`src/rtl/priv_ret_pkg.sv`:
```
package priv_ret_pkg;

    typedef enum logic [1:0] {
        PRV_USR = 2'b00,
        PRV_SUP = 2'b01,
        PRV_MCH = 2'b11
    } prv_e;

    typedef enum logic [2:0] {
        ACT_HOLD,
        ACT_LOAD,
        ACT_URET,
        ACT_SRET,
        ACT_MRET
    } act_e;

    localparam int OP_W     = 4;
    localparam int OP_URET  = 0;
    localparam int OP_SRET  = 1;
    localparam int OP_MRET  = 2;
    localparam int OP_ECALL = 3;

    localparam int B_UIE    = 0;
    localparam int B_SIE    = 1;
    localparam int B_MIE    = 3;
    localparam int B_UPIE   = 4;
    localparam int B_SPIE   = 5;
    localparam int B_MPIE   = 7;
    localparam int B_SPP    = 8;
    localparam int B_MPP_LO = 11;
    localparam int B_MPP_HI = 12;

    localparam int EC_CAUSE_USR = 8;
    localparam int EC_CAUSE_SUP = 9;
    localparam int EC_CAUSE_MCH = 11;

    function automatic prv_e field_to_prv(input logic [1:0] f);
        prv_e p;
        unique case (f)
            2'b01:   p = PRV_SUP;
            2'b11:   p = PRV_MCH;
            default: p = PRV_USR;
        endcase
        return p;
    endfunction

endpackage

```
`src/rtl/priv_ret_check.sv`:
```
module priv_ret_check
    import priv_ret_pkg::*;
#(
    parameter int CAUSE_W = 4
) (
    input  logic [OP_W-1:0]    op,
    input  prv_e               cur_prv,
    output logic               ok_uret,
    output logic               ok_sret,
    output logic               ok_mret,
    output logic               bad,
    output logic               ec_raise,
    output logic [CAUSE_W-1:0] ec_code
);

    always_comb begin
        ok_uret  = op[OP_URET];
        ok_sret  = op[OP_SRET] && (cur_prv != PRV_USR);
        ok_mret  = op[OP_MRET] && (cur_prv == PRV_MCH);
        bad      = (op[OP_SRET] && (cur_prv == PRV_USR)) ||
                   (op[OP_MRET] && (cur_prv != PRV_MCH));
        ec_raise = op[OP_ECALL];
        unique case (cur_prv)
            PRV_USR: ec_code = CAUSE_W'(EC_CAUSE_USR);
            PRV_SUP: ec_code = CAUSE_W'(EC_CAUSE_SUP);
            default: ec_code = CAUSE_W'(EC_CAUSE_MCH);
        endcase
    end

endmodule

```
`src/rtl/priv_ret_update.sv`:
```
module priv_ret_update
    import priv_ret_pkg::*;
#(
    parameter int XLEN = 64
) (
    input  logic            ok_uret,
    input  logic            ok_sret,
    input  logic            ok_mret,
    input  logic            ld_en,
    input  logic [XLEN-1:0] ld_data,
    input  prv_e            cur_prv,
    input  logic [XLEN-1:0] cur_st,
    output prv_e            nxt_prv,
    output logic [XLEN-1:0] nxt_st
);

    act_e act;

    always_comb begin
        if (ok_mret)      act = ACT_MRET;
        else if (ok_sret) act = ACT_SRET;
        else if (ok_uret) act = ACT_URET;
        else if (ld_en)   act = ACT_LOAD;
        else              act = ACT_HOLD;
    end

    always_comb begin
        nxt_st  = cur_st;
        nxt_prv = cur_prv;
        unique case (act)
            ACT_MRET: begin
                nxt_st[B_MIE]               = cur_st[B_MPIE];
                nxt_st[B_MPIE]              = 1'b1;
                nxt_st[B_MPP_HI:B_MPP_LO]   = PRV_USR;
                nxt_prv                     = field_to_prv(cur_st[B_MPP_HI:B_MPP_LO]);
            end
            ACT_SRET: begin
                nxt_st[B_SIE]  = cur_st[B_SPIE];
                nxt_st[B_SPIE] = 1'b1;
                nxt_st[B_SPP]  = 1'b0;
                nxt_prv        = cur_st[B_SPP] ? PRV_SUP : PRV_USR;
            end
            ACT_URET: begin
                nxt_st[B_UIE]  = cur_st[B_UPIE];
                nxt_st[B_UPIE] = 1'b1;
            end
            ACT_LOAD: nxt_st = ld_data;
            default:  ;
        endcase
    end

endmodule

```
`src/rtl/priv_ret_unit.sv`:
```
module priv_ret_unit
    import priv_ret_pkg::*;
#(
    parameter int XLEN    = 64,
    parameter int CAUSE_W = 4
) (
    input  logic               clk,
    input  logic               rst_n,
    input  logic [OP_W-1:0]    op_onehot,
    input  logic [XLEN-1:0]    uepc,
    input  logic [XLEN-1:0]    sepc,
    input  logic [XLEN-1:0]    mepc,
    input  logic               st_wr_en,
    input  logic [XLEN-1:0]    st_wr_data,
    output logic [XLEN-1:0]    npc,
    output logic               npc_vld,
    output logic               illegal,
    output logic               ecall_exc,
    output logic [CAUSE_W-1:0] ecall_cause,
    output logic [1:0]         priv_mode,
    output logic [XLEN-1:0]    status
);

    prv_e            prv_q, prv_d;
    logic [XLEN-1:0] st_q, st_d;
    logic            ok_u, ok_s, ok_m;

    priv_ret_check #(.CAUSE_W(CAUSE_W)) u_check (
        .op       (op_onehot),
        .cur_prv  (prv_q),
        .ok_uret  (ok_u),
        .ok_sret  (ok_s),
        .ok_mret  (ok_m),
        .bad      (illegal),
        .ec_raise (ecall_exc),
        .ec_code  (ecall_cause)
    );

    priv_ret_update #(.XLEN(XLEN)) u_update (
        .ok_uret (ok_u),
        .ok_sret (ok_s),
        .ok_mret (ok_m),
        .ld_en   (st_wr_en),
        .ld_data (st_wr_data),
        .cur_prv (prv_q),
        .cur_st  (st_q),
        .nxt_prv (prv_d),
        .nxt_st  (st_d)
    );

    // State register: mode and status commit together
    always_ff @(posedge clk or negedge rst_n) begin
        if (!rst_n) begin
            prv_q <= PRV_MCH;
            st_q  <= '0;
        end else begin
            prv_q <= prv_d;
            st_q  <= st_d;
        end
    end

    // Outputs
    always_comb begin
        npc_vld   = ok_u || ok_s || ok_m;
        npc       = '0;
        if (ok_m)      npc = mepc;
        else if (ok_s) npc = sepc;
        else if (ok_u) npc = uepc;
        priv_mode = prv_q;
        status    = st_q;
    end

    // Input rule for R2
    a_r2_onehot_strobe: assert property (@(posedge clk) disable iff (!rst_n)
        $onehot0(op_onehot));

    a_r2_idle_quiet: assert property (@(posedge clk) disable iff (!rst_n)
        (op_onehot == '0) |-> (!npc_vld && !illegal && !ecall_exc));

    a_r1_mode_encoding: assert property (@(posedge clk) disable iff (!rst_n)
        priv_mode != 2'b10);

    a_r3_mret_fields: assert property (@(posedge clk) disable iff (!rst_n)
        (op_onehot[OP_MRET] && priv_mode == 2'b11) |=>
        (status[B_MPP_HI:B_MPP_LO] == 2'b00 && status[B_MPIE]));

    a_r4_sret_fields: assert property (@(posedge clk) disable iff (!rst_n)
        (op_onehot[OP_SRET] && priv_mode != 2'b00) |=>
        (!status[B_SPP] && status[B_SPIE] && priv_mode != 2'b11));

    a_r6_mret_no_effect: assert property (@(posedge clk) disable iff (!rst_n)
        (op_onehot[OP_MRET] && priv_mode != 2'b11 && !st_wr_en) |=>
        ($stable(status) && $stable(priv_mode)));

    a_r7_sret_no_effect: assert property (@(posedge clk) disable iff (!rst_n)
        (op_onehot[OP_SRET] && priv_mode == 2'b00 && !st_wr_en) |=>
        ($stable(status) && $stable(priv_mode)));

    a_r8_ecall_no_redirect: assert property (@(posedge clk) disable iff (!rst_n)
        op_onehot[OP_ECALL] |-> (!npc_vld && !illegal));

endmodule

```
`config.mk`:
```
export PLATFORM = sky130hd
export DESIGN_NAME = priv_ret_unit
export DESIGN_NICKNAME = d
export VERILOG_FILES = /design/src/rtl/priv_ret_pkg.sv /design/src/rtl/priv_ret_check.sv /design/src/rtl/priv_ret_update.sv /design/src/rtl/priv_ret_unit.sv
export SDC_FILE = /design/constraint.sdc
export NUM_CORES = 1
export LEC_CHECK = 0
export BUFFER_PORTS_ARGS = -buffer_cell sky130_fd_sc_hd__buf_4
export CAP_MARGIN = 10
export CELL_PAD_IN_SITES_DETAIL_PLACEMENT = 1
export CELL_PAD_IN_SITES_GLOBAL_PLACEMENT = 2
export CORE_UTILIZATION = 17
export CTS_CLUSTER_DIAMETER = 60
export DETAILED_ROUTE_END_ITERATION = 7
export PLACE_DENSITY_LB_ADDON = 0.1
export SYNTH_ARGS = -nofsm -noshare
export SYNTH_HDL_FRONTEND = slang
export SYNTH_SLANG_ARGS = --single-unit
```
`constraint.sdc`:
```
create_clock -name clk -period 4.69 [get_ports clk]
set_input_delay 0.7035 -clock clk [delete_from_list [all_inputs] [get_ports clk]]
set_output_delay 0.7035 -clock clk [all_outputs]
set_load 0.02 [all_outputs]
```
# After elaboration in Yosys (flattened, before gate mapping)
# Cells that the tools add are included.
# totals
ff_bits	66
input_bits	263
out_inout_bits	137
wordCells	46
# classes
n_eq_ne	9
mux	19
n_reduce_logical	13
# op_table
op	n
two-way mux 64 bit	3
case mux 2 bit (2 select lines)	4
case mux 1 bit (2 select lines)	7
nonzero test 2 bit	5
two-way mux 3 bit	3
equality test 3 x 2 -> 1 bit (second input constant)	2
equality test 2 x 1 -> 1 bit (second input constant)	2
equality test 2 bit (second input constant)	2
logical AND 1 bit	4
equality test 3 x 1 -> 1 bit (second input constant)	1
equality test 3 bit (second input constant)	1
logical OR 1 bit	3
logical NOT 2 bit	1
two-way mux 1 bit	2
!= test 2 bit (second input constant)	1

# Depth between registers and ports, before layout
# Gate-level depths: netlist of the first run.
# logic_depth
depth_word	6
mapped_depth	8
mapped_depth_nobuf	4

# By module
# A second synthesis of the first run with hierarchy kept.
# hier_totals
hier_cells	475
hier_area_um2	4446.8
# by_module_without_submodules
mod	n_inst	cells_per_inst	area_per_inst_um2	seq_area_each_um2
priv_ret_unit	1	358	3384.5	1654.1
priv_ret_update	1	104	973.4	0.0
priv_ret_check	1	13	88.8	0.0

# Least setup slack after synthesis of the first run
# Ideal clock, no wire load.
# synth_path
path_type	input to output
startpoint	input port op_onehot[0]
endpoint	output port npc[36]
arrival_ns	1.922
required_time_ns	3.987
setup_slack_ns	2.064
stages	5
n_path_buf	3
path_cell_list	clkbuf_1 -> clkbuf_1 -> buf_1 -> nand3_1 -> a31oi_1
# synth_between
elab_chain_len	3
# synth_lines
element	line_no	rtl
start, declared	priv_ret_unit.sv:9	input logic [OP_W-1:0] op_onehot,
two-way mux 64 bit	priv_ret_unit.sv:68	else if (ok_u) npc = uepc;
two-way mux 64 bit	priv_ret_unit.sv:67	else if (ok_s) npc = sepc;
two-way mux 64 bit	priv_ret_unit.sv:66	if (ok_m) npc = mepc;
end, declared	priv_ret_unit.sv:15	output logic [XLEN-1:0] npc,
# No other way between the ends.

# Final worst setup path of the first run
# layout_path
startpoint	register prv_q[1] (netlist: priv_mode[1])
endpoint	output port npc[1]
# layout_between
elab_chain_len	4
elab_cells_between_ends	6
classes_between	eq/ne (1); mux (2); reduce/logical (3)
# layout_lines
element	line_no	rtl
start, declared	priv_ret_unit.sv:24	prv_e prv_q, prv_d;
start signal, assigned	priv_ret_unit.sv:57	prv_q <= prv_d;
nonzero test 2 bit	priv_ret_check.sv:18	ok_sret = op[OP_SRET] && (cur_prv != PRV_USR);
logical AND 1 bit	priv_ret_check.sv:18	
two-way mux 64 bit	priv_ret_unit.sv:67	
two-way mux 64 bit (*)	priv_ret_unit.sv:66	
# Every way passes the cells marked *; elsewhere a longest branch is shown, timed or not.

==> results of run 1 <==
[cell usage after synthesis (all sizes together)]
| master | count |
|---|---|
| nand2b | 1 |
| dfstp | 2 |
| nand2 | 241 |
| buf | 30 |
| nand3 | 70 |
| o21a | 1 |
| or3 | 2 |
| dfrtp | 64 |
| o2bb2ai | 1 |
| conb | 2 |
| nor2 | 67 |
| or2 | 1 |
| nor2b | 1 |
| o211ai | 1 |
| inv | 2 |
| o21ai | 5 |
| a22oi | 1 |
| nand3b | 1 |
| and3 | 1 |
| a21oi | 3 |
| clkbuf | 26 |
| mux2i | 1 |
| o22a | 2 |
| nor3 | 2 |
| a31oi | 66 |
[power breakdown]
part	switching [mW]	internal, mW	total (mW)
clock network	0.271	0.484	0.755
registers	0.0394	0.638	0.678
logic	0.306	0.310	0.616
total	0.616	1.43	2.05
[layer usage]
| layer | GRT usage | routed length (microns) |
|---|---|---|
| met5 | 0 | 0 |
| met4 | 0.0705 | 595 |
| met3 | 0.0656 | 2100 |
| met2 | 0.318 | 11400 |
| met1 | 0.207 | 8880 |
[path summary, 6_finish.rpt]
path                       slack, ns  cells past startpoint                      from                endpoint
max in group asynchronous       3.60                      1                     rst_n   status[7]$_DFFE_PN0P_
hold reg to reg                 0.47                      2    status[46]$_DFFE_PN0N_  status[46]$_DFFE_PN0N_
setup / recovery                1.28                      5  priv_mode[1]$_DFFE_PN1P_                  npc[1]
setup reg to reg                2.02                      6  priv_mode[1]$_DFFE_PN1P_   status[1]$_DFFE_PN0P_
hold / removal                  0.47                      2    status[46]$_DFFE_PN0N_  status[46]$_DFFE_PN0N_
min in group asynchronous       0.51                      1                     rst_n  status[19]$_DFFE_PN0N_
[layout make-up]
cell class              count  area, sq um  area share
multi-input cells         470         2120       0.281
diodes                      2         5.00    0.000664
inverters                   2         7.51    0.000996
repair buffers            402         3030       0.402
well taps                 313          392      0.0520
clock buffers              11          243      0.0322
flip-flops and latches     66         1650       0.219
clock inverters             5         86.3      0.0115
[logic make-up after synthesis]
group,after synthesis,synth area share
mux,1,0.00249
buf+inv,58,0.0683
simple gates,387,0.390
compound gates,80,0.125
flops,66,0.412
other cells,2,0.00187
[registers in the layout, indices dropped and copies added, names as in the netlist]
register	count
priv_mode	2
status	64
[per-stage QoR]
| stage | hold WS (ns) | std cells | area [sq um] |
|---|---|---|---|
| 6_report | 0.471 | 1271 | 7540 |
| 5_1_grt | 0.495 | 1271 | 7540 |
| 4_1_cts | 0.478 | 1269 | 7530 |
| 3_5_place_dp | 0.464 | 1253 | 7200 |
| 3_3_place_gp | 0.460 | 1253 | 7200 |
| 2_1_floorplan | 0.408 | 594 | 4010 |
[worst max-delay path, stage by stage (launching register included)]
cell and delay, ns:
dfstp_2 0.65, o21a_2 0.67, buf_4 0.51, nand2_1 0.13, a31oi_1 0.20, buf_4 0.18
==> flow_summary.yaml, run 1 <==
status:
  outcome: "completed"
global_route:
  gr-total-overflow: 0
  grt_max_degree: 74
  grt_first_pass_wirelength_microns: 33800
  track_usage: 0.184
  grt_pass1_vias: 5442
  antenna_found_initial: 2
layout:
  n_fill_cell: 2897
  drive_gt1_frac: 0.445
  final_common_cell: "buf_4"
  syn2layout_area_growth_pct: 87.7
  layout_common_cells: "401 x buf_4, 241 x nand2_1, 69 x nand3_1"
  finalNetCount: 1214
  fin_util: 0.329
clock_tree:
  post_cts.resized_instances: 0
  clk_latency_ns: 0.33
  cts_sinks: 66
  path_clk_slew_ns: 0.06
  cts_made_buffers: 9
  clk_path_buf_depth: 2
  cts.htree.levels: 3
  cts_setup_buffers: 0
  tritoncts: "done"
  cts_hold_buffers: 0
  clockRootBuffer: "clkbuf_16"
power_and_ir_drop:
  power.density_nw_per_um2: 272
  finalPower_mw: 2.05
  power_leakage_nw: 3.95
  vdd_drop_max_mv: 0.166
placed_design:
  portBuffers: 395
  gp_congestion: 0.792
  dp_hpwl_microns: 17800
  place_ws_ns: 1.46
route:
  dr_total_vias: 5389
  routedWlPerCell_microns: 18.1
  drc: 0
  viasPerCell: 4.24
  drtIter0Drc: 302
  drtPass1Iterations: 4
  drt-total-wl_microns: 23000
  ant_nets: 0
setup_path:
  worst_setup_path_start_kind: "register"
  arrival_ns: 2.71
  crit_fanout: 37
  end_kind: "primary output"
  required_ns: 3.99
  crit_type: "reg2out"
die:
  io_pins: 400
  dieArea_sq_um: 24200
  start_util: 0.175
  core_sq_um: 22900
  die_width_microns: 156
  num_rows: 55
  die_h_microns: 156
hold_path:
  hold_path.class: "reg2reg"
logic_synthesis:
  synth_area_leaders: "dfrtp_1 40%, nand2_1 23%, a31oi_1 10%, nand3_1 8.7%, nor2_1 6.3%"
  syn-num-nets: 857
  yosysSeqAreaShare: 0.412
  syn_area_per_cell_sq_um: 6.76
  synth-seq-cells: 66
  yosys_warnings: 0
  netlist_instances: 594
  synth_top_area_cell: "dfrtp_1"
  ys_types: 29
  synth_top_area_share: 0.399
  syn_area_sq_um: 4010
timing:
  tns_ns: 0
  tightestPinTransition_ns: 1.07
  slew_headroom: 0.281
  finalHoldViolCount: 0
  fin_crit_ns: 3.41
  worst_slack_ns: 1.28
  finalClockSkew_ns: 0.00774
  drv_slew: 0
  period_share: 0.727
  max_freq_mhz: 293
  rsz0062_at_grt: "false"
  finalSetupViolCount: 0
job:
  maxCapViolations: 0
Note: power is estimated with default switching activity, not from simulation.
==> run 2, diff against run 1 <==
CORE_UTILIZATION = 16   (was 17)
clock period = 3.45 ns   (was 4.69 ns; I/O delays follow)
==> run 2 against run 1 <==
Against the previous run: first-iteration DRC count shrank 25%; largest cell class unchanged; setup slack lost 0.69 ns; via count grew 0.41%; critical path type unchanged; clock skew grew 0.0011 ns; sequential power grew 36%.
==> flow_summary.yaml, run 2 (same netlist as run 1, synthesis figures left out) <==
status:
  outcome: "completed"
power_and_ir_drop:
  power_leakage_nw: 3.95
  finalPower_mw: 2.62
  switching_share: 0.319
  p_clk_frac: 0.326
  vdd_drop_max_mv: 0.194
  pwr-share-comb: 0.322
  seqPwrFrac: 0.352
  power.density_nw_per_um2: 346
  p_int_mw: 1.78
  p_sw_mw: 0.836
timing:
  tightestPinTransition_ns: 0.900
  tns_ns: 0
  slew_headroom: 0.400
  max_freq_mhz: 350
  finalClockSkew_ns: 0.00886
  finalHoldViolCount: 0
  period_share: 0.829
  finalSetupViolCount: 0
  drv_slew: 0
  hold_ws_ns: 0.334
  worst_slack_ns: 0.591
  rsz0062_at_grt: "false"
  fin_crit_ns: 2.86
setup_path:
  crit_path_frequent_cell: "buf_4"
  worst_setup_path_start_kind: "register"
  crit_chain: "o21a_2 -> buf_4 -> nand2_1 -> a31oi_1 -> buf_4"
  crit_type: "reg2out"
  crit_fanout: 70
  cpPeakStageDelay_ns: 0.64
  crit_slowest_cell: "dfstp_2"
  arrival_ns: 2.34
  worstSetupStartpoint: "priv_mode[1]$_DFFE_PN1P_"
  r2r_start: "priv_mode[1]$_DFFE_PN1P_"
  end_kind: "primary output"
  required_ns: 2.93
layout:
  regArea_sq_um: 1650
  largest_reg_flops: 64
  drive_gt1_frac: 0.447
  final_common_cell: "buf_4"
  fin_cells: 1284
  layout_common_cells: "401 x buf_4, 241 x nand2_1, 69 x nand3_1"
  multi_input_area_sq_um: 2120
  finalNetCount: 1217
  n_fill_cell: 3027
  syn2layout_area_growth_pct: 88.2
  fin_util: 0.309
  finalInstanceArea_sq_um: 7550
route:
  drc: 0
  viasPerCell: 4.21
  dr_total_vias: 5411
  drtPass1Iterations: 4
  ant_nets: 0
  drtIter0Drc: 226
  routedWlPerCell_microns: 18.1
  drt-total-wl_microns: 23300
die:
  die_h_microns: 160
  num_rows: 57
  die_width_microns: 160
  io_pins: 400
  dieArea_sq_um: 25700
  start_util: 0.164
  core_sq_um: 24500
clock_tree:
  cts_made_buffers: 9
  clk_latency_ns: 0.33
  cts_sinks: 66
  path_clk_slew_ns: 0.06
  post_cts.resized_instances: 0
  cts_setup_buffers: 0
  tritoncts: "done"
  clockRootBuffer: "clkbuf_16"
  clk_path_buf_depth: 2
  cts.htree.levels: 3
  cts_hold_buffers: 0
placed_design:
  dp_hpwl_microns: 18100
  placed_area_sq_um: 7280
  dp.cells: 1267
  gp_congestion: 0.801
  portBuffers: 395
  place_ws_ns: 0.891
global_route:
  grt_first_pass_wirelength_microns: 34800
  grt_max_degree: 71
  track_usage: 0.177
  gr-total-overflow: 0
  grt_pass1_vias: 5610
  antenna_found_initial: 1
job:
  maxCapViolations: 0
hold_path:
  hold_path.class: "in2async"
==> run 2: cell count changes in the layout (fill, tap and decap cells not counted), sizes merged <==
cell and change:
clkbuf -2, clkinvlp +2, bufinv -2, clkinv +1, diode -1, buf +3
inv +1
==> run 2: final cells by class <==
| class | instances | area share |
|---|---|---|
| flip-flops and latches | 66 | 0.219 |
| diodes | 1 | 0.000331 |
| well taps | 324 | 0.0537 |
| multi-input cells | 470 | 0.280 |
| clock inverters | 7 | 0.00679 |
| clock buffers | 9 | 0.0298 |
| repair buffers | 405 | 0.409 |
| inverters | 2 | 0.000994 |
==> run 2: final timing paths <==
check	end	slack [ns]	cells after the start
worst min-delay path	status[17]$_DFFE_PN0N_	0.33	1
worst max-delay path	npc[63]	0.59	5
worst min register to register	status[24]$_DFFE_PN0N_	0.48	2
worst max register to register	status[12]$_DFFE_PN0P_	1.02	5
max in group asynchronous	status[0]$_DFFE_PN0P_	2.55	1
min in group clk	status[2]$_DFFE_PN0N_	0.37	3
==> run 2: layer usage <==
metal	wire length, microns	vias to the layer above	global-route usage
li1	-	2686	-
met3	1730	15	0.0467
met1	9440	2499	0.211
met2	11800	211	0.314
met4	259	0	0.0385
met5	0	-	0
==> run 2: power groups by stage <==
stage | clock network (mW) | registers, mW | logic, mW
floorplan | 0 | 1.05 | 0.216
global placement | 0 | 0.932 | 0.858
detailed placement | 0 | 0.934 | 0.858
CTS | 0.898 | 0.924 | 0.858
global route | 0.926 | 0.936 | 0.912
finish | 0.854 | 0.922 | 0.842
==> run 2: critical path: cells and delay by family (launching register included) <==
family / cells / cell delay (ns)
and+or+nand+nor: 1 / 0.14
buffers and inverters: 2 / 0.80
AOI/OAI and AO/OA: 2 / 0.40
DFF: 1 / 0.64
==> run 3, diff against run 2 <==
ABC_AREA = 1   (was unset)
clock period = 2.7 ns   (was 3.45 ns; I/O delays follow)
==> run 3 against run 2 <==
Against the previous run: combinational power increased by 31%; sequential power increased by 27%; clock skew decreased by 0.0025 ns; cell count increased by 1.9%; largest cell class unchanged; flip-flop and latch count unchanged; wire length increased by 4.3%; global-route usage decreased by 0.29 points; hold slack got worse by 0.12 ns; sequential share of layout area decreased by 0.57 points; final area increased by 2.7%; setup slack got worse by 0.38 ns.
==> flow_summary.yaml, run 3 <==
timing:
  rsz0062_at_grt: "false"
  max_freq_mhz: 403
  finalSetupViolCount: 0
  fin_crit_ns: 2.48
  finalClockSkew_ns: 0.00631
  tns_ns: 0
  drv_slew: 0
  tightestPinTransition_ns: 0.911
  finalHoldViolCount: 0
  slew_headroom: 0.393
  hold_ws_ns: 0.215
  period_share: 0.920
logic_synthesis:
  synth-seq-cells: 66
  yosysMostFrequentCell: "nand2_1"
  synth_area_leaders: "dfrtp_1 39%, nand2_1 18%, nand3_1 16%, a31oi_1 9.7%, nor2_1 6.3%"
  syn_area_sq_um: 4130
  yosysSeqAreaShare: 0.400
  yosys_warnings: 0
  syn-num-nets: 874
  synth_ff_type: "dfrtp_1"
  netlist_top_cells_count: "196 x nand2_1, 135 x nand3_1, 69 x nor2_1"
  ys_types: 20
  netlist_instances: 611
  syn_area_per_cell_sq_um: 6.76
  async_flop_share: 1.00
  synth_top_area_share: 0.388
  synth_edf_count: 0
  synth_top_area_cell: "dfrtp_1"
global_route:
  antenna_found_initial: 2
  gr-total-overflow: 0
  grt_first_pass_wirelength_microns: 34900
  track_usage: 0.174
  grt_max_degree: 67
  grt_pass1_vias: 5592
route:
  drc: 0
  viasPerCell: 4.30
  routedWlPerCell_microns: 18.5
  ant_nets: 0
  drt-total-wl_microns: 24200
  drtPass1Iterations: 5
  drtIter0Drc: 237
  dr_total_vias: 5630
power_and_ir_drop:
  vdd_drop_max_mv: 0.293
  power.density_nw_per_um2: 449
  power_leakage_nw: 4.08
layout:
  fin_cells: 1308
  drive_gt1_frac: 0.441
  syn2layout_area_growth_pct: 87.7
  finalNetCount: 1235
  final_common_cell: "buf_4"
  largest_reg_flops: 64
  layout_common_cells: "402 x buf_4, 196 x nand2_1, 134 x nand3_1"
die:
  core_sq_um: 25300
  num_rows: 58
  start_util: 0.164
  die_width_microns: 163
  dieArea_sq_um: 26500
  die_h_microns: 163
  io_pins: 400
setup_path:
  required_ns: 2.30
  crit_fanout: 34
  worst_setup_path_start_kind: "register"
  arrival_ns: 2.08
  crit_type: "reg2out"
  end_kind: "primary output"
status:
  outcome: "completed"
placed_design:
  dp.cells: 1291
  portBuffers: 395
  dp_hpwl_microns: 18600
  gp_congestion: 0.793
clock_tree:
  cts_setup_buffers: 0
  cts.htree.levels: 3
  clk_latency_ns: 0.32
  cts_hold_buffers: 0
  cts_sinks: 66
  post_cts.resized_instances: 0
  path_clk_slew_ns: 0.06
  clk_path_buf_depth: 2
  cts_made_buffers: 9
  tritoncts: "done"
  clockRootBuffer: "clkbuf_16"
hold_path:
  hold_path.class: "in2async"
job:
  maxCapViolations: 0
run 3: changes by cell type in the layout (fill, tap and decap cells not counted), moves of 2 or more:
| cell | delta |
|---|---|
| nand2_1 | -45 |
| inv_6 | -2 |
| o21ai_0 | -2 |
| nor2_1 | +2 |
| a31oi_1 | -2 |
| a21oi_1 | -3 |
| clkbuf_8 | +3 |
| o22a_1 | -2 |
| clkinvlp_4 | -2 |
| inv_1 | +9 |
| buf_12 | +3 |
| nor2_4 | +2 |
| nand3_1 | +65 |
run 3: path summary, 6_finish.rpt:
check	startpoint	to	slack (ns)	depth (start not counted)
worst max-delay path	priv_mode[1]$_DFFE_PN1P_	npc[35]	0.22	6
min in group clk	st_wr_data[5]	status[5]$_DFFE_PN0P_	0.30	3
worst min register to register	status[38]$_DFFE_PN0N_	status[38]$_DFFE_PN0N_	0.47	2
worst min-delay path	rst_n	status[36]$_DFFE_PN0N_	0.21	1
worst max register to register	priv_mode[1]$_DFFE_PN1P_	status[15]$_DFFE_PN0N_	0.71	5
max in group asynchronous	rst_n	status[9]$_DFFE_PN0N_	1.90	1
run 3: report_power, final:
| part | internal (mW) | switching, mW | leakage (nW) | total [mW] |
|---|---|---|---|---|
| combinational | 0.544 | 0.555 | 3.13 | 1.10 |
| sequential | 1.11 | 0.0656 | 0.806 | 1.17 |
| clock | 0.784 | 0.423 | 0.152 | 1.21 |
| total | 2.44 | 1.04 | 4.08 | 3.48 |
run 3: kinds of logic (layout without fill, tap and decap cells):
logic type / after synthesis / in the layout / synth area share
and+or+nand+nor: 404 / 404 / 0.414
buffers and inverters: 70 / 435 / 0.0790
AOI/OAI and AO/OA: 69 / 69 / 0.104
DFF: 66 / 66 / 0.400
other: 2 / 4 / 0.00182
run 3: metrics by stage:
| step | total power, mW | area [sq um] | utilization | worst slack (ns) |
|---|---|---|---|---|
| global route | 3.67 | 7760 | 0.307 | 0.0985 |
| floorplan | 1.62 | 4130 | - | 0.678 |
| global placement | 2.31 | 7450 | 0.295 | 0.546 |
| detailed placement | 2.31 | 7450 | 0.295 | 0.537 |
| CTS | 3.56 | 7750 | 0.307 | 0.170 |
| finish | 3.48 | 7760 | 0.307 | 0.216 |
run 3: routing by layer:
metal / GRT usage / vias up / wire length [microns]
li1: - / 2772 / -
met1: 0.210 / 2623 / 9910
met2: 0.306 / 217 / 12200
met3: 0.0433 / 18 / 1780
met4: 0.0404 / 0 / 337
met5: 0 / - / 0
run 3: final cells by class:
class                      instances  area (sq um)
multi-input combinational        475          2180
inverter                          11          41.3
antenna                            2          5.00
fill                            3116         17500
clock buffer                      13           270
timing repair buffer             409          3160
tap                              330           413
sequential                        66          1650
clock inverter                     2          35.0
run 3: worst max-delay path: stages, from the launching register on:
cell     delay (ns)
dfstp_2        0.63
nor2_1         0.11
nor2_4         0.24
buf_12         0.24
nand2_1        0.07
a31oi_1        0.24
buf_4          0.19
